--- config.mk ---
export PLATFORM = sky130hd
export DESIGN_NAME = mdio_cmd_master
export DESIGN_NICKNAME = d
export VERILOG_FILES = /design/src/rtl/mdio_cmd_master.sv
export SDC_FILE = /design/constraint.sdc
export NUM_CORES = 1
export LEC_CHECK = 0
export BUFFER_PORTS_ARGS = -buffer_cell sky130_fd_sc_hd__buf_2
export CAP_MARGIN = 20
export CORE_ASPECT_RATIO = 1.25
export CORE_MARGIN = 2
export CORE_UTILIZATION = 45
export DETAILED_ROUTE_END_ITERATION = 8
export GPL_TIMING_DRIVEN = 0
export PLACE_DENSITY = 0.66
export SLEW_MARGIN = 20
export SYNTH_ARGS = -nofsm -noshare
export SYNTH_HDL_FRONTEND = slang
export SYNTH_SLANG_ARGS = --single-unit
--- constraint.sdc ---
create_clock -name clk -period 1.9 [get_ports clk]
set_input_delay 0.38 -clock clk [delete_from_list [all_inputs] [get_ports clk]]
set_output_delay 0.38 -clock clk [all_outputs]
set_load 0.005 [all_outputs]
--- src/rtl/mdio_cmd_master.sv ---
module mdio_cmd_master #(
  parameter int HALF_DIV = 2
) (
  input  logic        clk,
  input  logic        rst_n,
  input  logic        wr_en,
  input  logic [31:0] wr_data,
  output logic [31:0] rd_data,
  output logic [3:0]  mdc,
  output logic [3:0]  mdio_o,
  output logic [3:0]  mdio_oe,
  input  logic [3:0]  mdio_i
);
  localparam int CW = (HALF_DIV > 1) ? $clog2(HALF_DIV) : 1;

  logic [31:0]   cmd_q;
  logic [CW-1:0] cnt_q;
  logic          phase_q;
  logic [5:0]    bit_q;
  logic [63:0]   sh_q;
  logic [15:0]   rx_q;

  wire       busy     = cmd_q[31];
  wire       is_rd    = cmd_q[27];
  wire [1:0] ch       = cmd_q[29:28];
  wire       half_end = (cnt_q == CW'(HALF_DIV - 1));
  wire       released = is_rd && (bit_q >= 6'd46);
  wire [3:0] sel      = busy ? (4'b0001 << ch) : 4'b0000;

  assign rd_data = cmd_q;
  assign mdc     = phase_q ? sel : 4'b0000;
  assign mdio_oe = released ? 4'b0000 : sel;
  assign mdio_o  = mdio_oe & {4{sh_q[63]}};

  wire [63:0] frame = {32'hFFFF_FFFF, 2'b01,
                       (wr_data[27] ? 2'b10 : 2'b01),
                       wr_data[25:21], wr_data[20:16],
                       2'b10, wr_data[15:0]};

  always_ff @(posedge clk) begin
    if (!rst_n) begin
      cmd_q   <= '0;
      cnt_q   <= '0;
      phase_q <= 1'b0;
      bit_q   <= '0;
      sh_q    <= '0;
      rx_q    <= '0;
    end else if (busy) begin
      if (!half_end) begin
        cnt_q <= cnt_q + 1'b1;
      end else begin
        cnt_q <= '0;
        if (!phase_q) begin
          phase_q <= 1'b1;
          if (is_rd && bit_q >= 6'd48) rx_q <= {rx_q[14:0], mdio_i[ch]};
        end else begin
          phase_q <= 1'b0;
          sh_q    <= sh_q << 1;
          if (bit_q == 6'd63) begin
            bit_q     <= '0;
            cmd_q[31] <= 1'b0;
            if (is_rd) cmd_q[15:0] <= rx_q;
          end else begin
            bit_q <= bit_q + 1'b1;
          end
        end
      end
    end else if (wr_en) begin
      cmd_q <= wr_data;
      if (wr_data[31]) begin
        sh_q    <= frame;
        bit_q   <= '0;
        cnt_q   <= '0;
        phase_q <= 1'b0;
      end
    end
  end


  mdc_single_chk: assert property (@(posedge clk) disable iff (!rst_n)
    $onehot0(mdc));


  oe_single_chk: assert property (@(posedge clk) disable iff (!rst_n)
    $onehot0(mdio_oe));


  data_hold_high_chk: assert property (@(posedge clk) disable iff (!rst_n)
    (|mdc) |-> $stable(mdio_o));


  busy_write_drop_chk: assert property (@(posedge clk) disable iff (!rst_n)
    (rd_data[31] && wr_en) |=> (rd_data[30:16] == $past(rd_data[30:16])));


  write_keeps_data_chk: assert property (@(posedge clk) disable iff (!rst_n)
    ($fell(rd_data[31]) && !rd_data[27]) |-> (rd_data[15:0] == $past(rd_data[15:0])));
endmodule

# == Word-level counts from Yosys, hierarchy flattened ==
# Index checks and enable logic that the tools add are counted.
# word_totals
inputBits,39
regBits,120
out_inout_bits,44
wordCells,66
# classes
order_cmp,3
n_mux,34
eq_ne,5
n_bitwise,3
shifts,1
add_sub_neg,2
reduce_logical,10
# ops
operator,n
64-bit two-way mux,5
16-bit two-way mux,5
6-bit two-way mux,6
32-bit two-way mux,1
"6-bit greater-or-equal comparator, second input constant",2
1-bit two-way mux,12
4-bit two-way mux,3
4-bit AND reduction,2
"6-bit by 1-bit adder with 6-bit output, second input constant",1
"6-bit equality test, second input constant",1
"2-bit by 1-bit != test with 1-bit output, second input constant",3
5-bit AND reduction,1
4-bit bitwise AND,1
2-bit AND reduction,2
2-bit nonzero test,2
"1-bit by 2-bit left shift with 4-bit output, first input constant",1
"2-bit by 3-bit less-than comparator with 1-bit output, second input constant",1
3-bit AND reduction,1
1-bit binary-select mux with 2-bit select,1
1-bit logical AND,2
2-bit two-way mux,1
"2-bit != test, second input constant",1
1-bit NOT,2
"1-bit adder, second input constant",1

# == Depth between registers and ports, before layout ==
# Gate-level depths: netlist of run 1.
# logic_depth
depth_word,5
mapped_depth,7

# == Least setup slack after synthesis of run 1 ==
# No wires, ideal clock.
# synth_path
path_type,flip-flop to output port
start,reg bit_q[0]
end,out mdio_o[1]
path_stages_with_launch,7
arrival_ps,1261
t_required_ps,1520
slack_ps,259
path_cell_list,dfxtp_1 > inv_1 > ha_1 > o211a_1 > o211ai_1 > nand3_1 > nor2_1
# synth_between
elab_chain_len,4
# synth_rtl
item,line,text
from (decl),19,logic [5:0] bit_q;
from (signal assigned),64,bit_q <= bit_q + 1'b1;
6-bit greater-or-equal comparator,27,wire released = is_rd && (bit_q >= 6'd46);
1-bit logical AND,27,
4-bit two-way mux,32,assign mdio_oe = released ? 4'b0000 : sel;
4-bit bitwise AND,33,assign mdio_o = mdio_oe & {4{sh_q[63]}};
to (decl),10,"output logic [3:0] mdio_o,"
# Every way passes these cells.

# == Worst setup path after layout of run 1 ==
# layout_path
start,reg bit_q[0]
end,out mdio_oe[0]
# layout_between
elab_chain_len,3
# layout_rtl
item,line,text
6-bit greater-or-equal comparator,27,
1-bit logical AND,27,
4-bit two-way mux,32,
to (decl),11,"output logic [3:0] mdio_oe,"
# Every way passes these cells.

==> metrics.yaml, run 1 <==
status: "complete, but fails checks"
violations: "negative setup slack"
first_iter_violations: 189
worstMarginPinSlew_ns: 0.5661
finalInstanceArea_um2: 6269
synthCells: 578
placed_area_um2: 5640
finalCritPeriodShare_pct: 112.3
end_kind: "primary output"
synthDistinctLibCells: 36
hold_path.class: "in -> reg"
clk_latency_ns: 0.41
place_congestion: 0.8610
crit_fanout: 4
p_total_uw: 6402
cts_made_buffers: 17
synth.most_common_cell: "dfxtp_1"
drt_wl_total_um: 13170
syn_area_per_cell_um2: 8.756
skew_ns: 0.007940
vias: 4608
p_int_uw: 4760
cts_tree: "yes"
finalCriticalPeriod_ns: 2.134
drive_gt1_share_pct: 22.01
finalSetupViolCount: 8
htreeDepth: 4
syn2layout_area_growth_pct: 23.86
share_comb_of_total_power_pct: 9.7
wl_per_cell_um: 15.87
rows: 43
drc_errors: 0
clock_sinks: 120
async_reset_ff_share_pct: 0
crit_required_ns: 1.52
netlist_area_um2: 5061
fmax_mhz: 468.7
portBuffers: 82
antenna_found_initial: 0
swShare_pct: 25.66
hold_buffers: 0
p_sw_uw: 1643
peakVddDrop_mv: 0.6596
antenna_left: 0
grt_pass1_wl_um: 21200
max-slew-margin-rel_pct: 62.26
cp.arrival_ns: 1.75
power.density_nw_per_um2: 1021
setup_slack_ns: -0.2337
maxCapViolCount: 0
core-area_um2: 11030
grt_pass1_vias: 4424
avgViaCountPerCell: 5.552
yosys.area.top_type: "dfxtp_1"
die_w_um: 98.86
synth_nets: 619
yosys_warnings: 0
ys.flop_type: "dfxtp_1"
synth_edf_count: 0
nets: 723
place_ws_ns: 0.001092
finalSetupTns_ns: -1.774
r2r_slack_ns: 0.09
finalHoldViolations: 0
die_h_um: 122.6
ys_top_cells_by_area: "dfxtp_1 (47%), mux2i_1 (8.3%), nor2_1 (7.0%), nor3b_1 (5.2%), nand2_1 (4.2%)"
pwr-share-clk_pct: 47.2
post-dp-hpwl_um: 9659
fillerInstances: 997
synth.yosys.seq_area_share_pct: 47.47
p_seq_share_pct: 43.0
drt_first_pass_iters: 5
die_area_um2: 12120
ys_ff_latch: 120
yosysTopAreaCellShare_pct: 47.47
path_class: "reg -> out"
start_util_pct: 45.89
cts_root_buffer: "clkbuf_16"
grt_max_degree: 17
maxSlewViolCount: 0
critPathLaunchType: "flop"
gr-total-overflow: 0
grt_use_total_pct: 22.29
n_antenna_cell: 0
clock_path_buffers: 2
clkTransAtPathRegs_ns: 0.06
postLayoutCoreUtil_pct: 56.83
ioPinCount: 83
rsz0062_at_grt: "true"
netlist_top_cells_count: "dfxtp_1 (120), nor2_1 (94), nand2_1 (57)"
p_leak_uw: 0.002375
## through the flow
| stage | cells | hold slack [ns] |
|---|---|---|
| finish | 830 | 0.2117 |
| global route | 830 | 0.2176 |
| CTS | 831 | 0.1990 |
| detailed placement | 795 | 0.4450 |
| global placement | 795 | 0.4387 |
| floorplan | 578 | 0.4320 |
## cells by family (layout without fill, tap and decap cells)
logic type               after synthesis  count (layout)  synth area share [%]
multiplexers                          43              43                 8.751
buffers and inverters                 55             172                 4.796
AO/OA/AOI/OAI                         92              92                 12.86
adder cells (fa/ha/maj)                2               2                0.4944
XOR/XNOR                               5               5                0.8652
flip-flops                           120             120                 47.47
AND/OR/NAND/NOR                      261             261                 24.77
## worst max-delay path: stages (launching register included)
cell,delay [ns]
dfxtp_2,0.33
inv_2,0.05
ha_4,0.15
o211a_1,0.20
o211ai_1,0.21
nand3b_1,0.17
nor2_1,0.12
buf_2,0.12
## power by group through the flow
stage / Sequential (uW) / Clock [uW] / Combinational [uW]
after floorplan: 2790 / 0 / 387
after global placement: 2800 / 0 / 592
after detailed placement: 2800 / 0 / 608
after CTS: 2750 / 3060 / 625
after global routing: 2770 / 3170 / 690
final: 2750 / 3020 / 623
## placed cells by master (no fill, tap or decap), drive strengths merged, types with 2 or more instances in the layout
master / synthesis / layout
dfxtp: 120 / 120
buf: 26 / 112
nor2: 95 / 95
nand2: 57 / 57
clkbuf: 26 / 43
mux2i: 42 / 42
nor3: 36 / 36
nor3b: 36 / 36
a211oi: 28 / 28
a21oi: 27 / 27
nand4: 16 / 16
o221ai: 16 / 16
a22oi: 14 / 14
nand3: 10 / 10
clkinvlp: 0 / 7
nand2b: 5 / 5
xnor2: 5 / 5
clkinv: 0 / 5
inv: 3 / 4
nor2b: 2 / 2
and2: 2 / 2
nand3b: 2 / 2
ha: 2 / 2
## state kept, by name, summed over array words and instances, names as in the netlist
name,flops
bit_q,6
cnt_q,1
sh_q,64
phase_q,1
rd_data,32
rx_q,16
## cell type report
cell class	count	area, um2	share of cell area, %
multi-input combinational	403	2435	38.84
sequential	120	2406	38.38
timing repair buffer	87	447.9	7.146
clock buffer	18	439.2	7.006
buffer	50	232.7	3.713
tap	135	168.9	2.695
clock inverter	14	127.6	2.036
inverter	3	11.26	0.1796
## routing by layer
layer / vias to the layer above / share of wire (%) / wire, um / global-route usage [%]
li1: 2256 / - / - / -
met1: 2218 / 41 / 5416 / 25.15
met2: 106 / 52 / 6855 / 40.29
met3: 28 / 4.5 / 597 / 4.727
met4: 0 / 2.3 / 303 / 9.846
met5: - / 0 / 0 / 0
## worst paths after layout
check / start / to / cells after the start
setup / recovery: bit_q[0] / mdio_oe[0] / 7
hold reg to reg: sh_q[16] / sh_q[16] / 2
setup reg to reg: rd_data[31] / rd_data[14] / 6
hold / removal: wr_data[30] / rd_data[30] / 3
## what timing repair did
action                                  CTS  global route
pin swaps                                 7             3
gates resized for setup                   8             7
buffers inserted                          5             0
endpoints found under the setup margin   12            39
Power figures use the tool's default switching activity.
==> inputs of run 2 (changes only) <==
--- a/config.mk
+++ b/config.mk
@@ -10,9 +10,10 @@
 export CORE_ASPECT_RATIO = 1.25
 export CORE_MARGIN = 2
 export CORE_UTILIZATION = 45
+export CTS_CLUSTER_SIZE = 30
 export DETAILED_ROUTE_END_ITERATION = 8
 export GPL_TIMING_DRIVEN = 0
-export PLACE_DENSITY = 0.66
+export PLACE_DENSITY_LB_ADDON = 0.2
 export SLEW_MARGIN = 20
 export SYNTH_ARGS = -nofsm -noshare
 export SYNTH_HDL_FRONTEND = slang
==> run 2 against run 1 <==
Net effect:
- the flow still finishes with violations (negative setup slack)
- sequential power barely moved
- highest routed layer unchanged
- design area up 0.68%
- largest cell class unchanged
- critical path depth did not move
==> metrics.yaml, run 2 (same netlist as run 1, synthesis figures left out) <==
crit_fanout: 4  # unchanged
ioPinCount: 83  # unchanged
drive_gt1_share_pct: 22.48  # +0.46 points
pwr-share-clk_pct: 49.2  # +2.0 points
p_leak_uw: 0.002409  # +1.4%
drt-met1-wl_um: 5679  # +4.9%
grt_pass1_vias: 4459  # +0.79%
die_area_um2: 12120  # unchanged
n_antenna_cell: 0  # unchanged
path_class: "reg -> out"
antenna_left: 0  # unchanged
nets: 722  # -0.14%
setup_slack_ns: -0.3056  # -0.07190 ns
path_cells: "inv_2 -> ha_4 -> o211a_1 -> o211ai_1 -> nand3b_1 -> nor2_1 -> buf_2"
p_total_uw: 6651  # +3.9%
final_common_cell: "dfxtp_1"
grt_use_total_pct: 22.43  # +0.14 points
peakVddDrop_mv: 0.6626  # +0.46%
max-slew-margin-rel_pct: 58.92  # -3.3 points
gr-total-overflow: 0  # unchanged
fmax_mhz: 453.4  # -3.3%
clock_path_buffers: 2  # unchanged
finalSetupTns_ns: -2.207  # -0.4329 ns
maxCapViolCount: 0  # unchanged
holdWs_ns: 0.1922  # -0.01947 ns
drt_wl_total_um: 13420  # +1.9%
die_h_um: 122.6  # unchanged
rsz0062_at_grt: "true"
hold_buffers: 0  # unchanged
end_kind: "primary output"
finalCritPeriodShare_pct: 116.1  # +3.8 points
syn2layout_area_growth_pct: 24.70
start_util_pct: 45.89  # unchanged
p_seq_share_pct: 41.4  # -1.6 points
postLayoutCoreUtil_pct: 57.22  # +0.39 points
portBuffers: 82  # unchanged
cts_made_buffers: 17  # unchanged
worstMarginPinSlew_ns: 0.6162  # +0.05009 ns
die_w_um: 98.86  # unchanged
clock_sinks: 120  # unchanged
finalHoldViolations: 0  # unchanged
skew_ns: 0.008097  # +0.0001567 ns
grt_pass1_wl_um: 21380  # +0.85%
crit_slowest_cell: "dfxtp_2"
finalCriticalPeriod_ns: 2.206  # +0.07190 ns
post-dp-hpwl_um: 9621  # -0.39%
swShare_pct: 25.02  # -0.64 points
avgViaCountPerCell: 5.626  # +1.3%
drc_errors: 0  # unchanged
core-area_um2: 11030  # unchanged
htreeDepth: 4  # unchanged
status: "complete, but fails checks"
cts_root_buffer: "clkbuf_16"
grt_max_degree: 17  # unchanged
p_int_uw: 4987  # +4.8%
regMostFlops: "sh_q"
wl_met2_um: 6761  # -1.4%
place_congestion: 0.8162  # -5.2%
hold_path.class: "in -> reg"
violations: "negative setup slack"
cp.arrival_ns: 1.83  # +0.08 ns
first_iter_violations: 200  # +5.8%
fillerInstances: 1006  # +0.90%
drt_first_pass_iters: 5  # unchanged
antenna_found_initial: 0  # unchanged
finalSetupViolCount: 8  # unchanged
clk_latency_ns: 0.42  # about the same
critPathLaunchType: "flop"
wl_per_cell_um: 16.19  # +2.0%
power.density_nw_per_um2: 1054  # +3.2%
critPathMaxStageDelay_ns: 0.33  # about the same
final_cell_mix: "dfxtp_1 (117), buf_2 (97), nor2_1 (94), nand2_1 (56), mux2i_1 (42)"
maxSlewViolCount: 0  # unchanged
p_sw_uw: 1664  # +1.3%
largest_reg_flops: 64  # unchanged
cts_tree: "yes"
met3_length_um: 640  # +7.2%
highest_layer: "met4"
crit_required_ns: 1.52  # about the same
vias: 4664  # +1.2%
share_comb_of_total_power_pct: 9.3  # -0.4 points
rows: 43  # unchanged
clkTransAtPathRegs_ns: 0.06  # about the same
## run 2: path summary, 6_finish.rpt
| path | start | end | slack [ns] | cells past startpoint |
|---|---|---|---|---|
| worst max register to register | bit_q[0] | rd_data[11] | 0.14 | 6 |
| worst min register to register | rd_data[17] | rd_data[17] | 0.45 | 2 |
| worst max-delay path | bit_q[0] | mdio_oe[2] | -0.31 | 7 |
| worst min-delay path | wr_data[30] | rd_data[30] | 0.19 | 3 |
## run 2: area by class of cell
| class | count | area [um2] | area share [%] |
|---|---|---|---|
| tap | 135 | 168.9 | 2.676 |
| clock buffer | 17 | 425.4 | 6.741 |
| timing repair buffer | 86 | 440.4 | 6.979 |
| buffer | 50 | 235.2 | 3.727 |
| clock inverter | 15 | 178.9 | 2.835 |
| multi-input combinational | 403 | 2445 | 38.74 |
| inverter | 3 | 11.26 | 0.1784 |
| sequential | 120 | 2406 | 38.12 |
## run 2: repair_timing
action                                  4_1_cts  5_1_grt
endpoints found under the setup margin       12       36
cloned                                        0        0
buffers inserted                              4        0
pin swaps                                     7        4
gates resized for setup                       8       12
## run 2: power groups by stage
stage	Sequential (uW)	Clock, uW	Combinational (uW)
floorplan	2790	0	387
global placement	2800	0	591
detailed placement	2800	0	607
CTS	2750	3300	622
global route	2770	3430	689
finish	2760	3270	621
## run 2: through the flow
stage	std cells	cell area, um2	setup WS (ns)
after global routing	829	6311	-0.4367
after global placement	795	5640	0.03101
after floorplan	578	5061	0.2587
final	829	6311	-0.3056
after CTS	830	6292	-0.3216
after detailed placement	795	5640	-0.009190
## run 2: layer usage
layer / vias up / GRT usage [%]
met5: - / 0
met4: 0 / 9.675
met3: 32 / 5.011
met2: 133 / 38.64
met1: 2242 / 26.85
li1: 2257 / -
## run 2: worst max-delay path: cells and delay by family, from the launching register on
family / cells / cell delay (ns)
AO/OA/AOI/OAI: 2 / 0.44
adder cells (fa/ha/maj): 1 / 0.15
buffers and inverters: 2 / 0.17
flip-flops: 1 / 0.33
AND/OR/NAND/NOR: 2 / 0.31
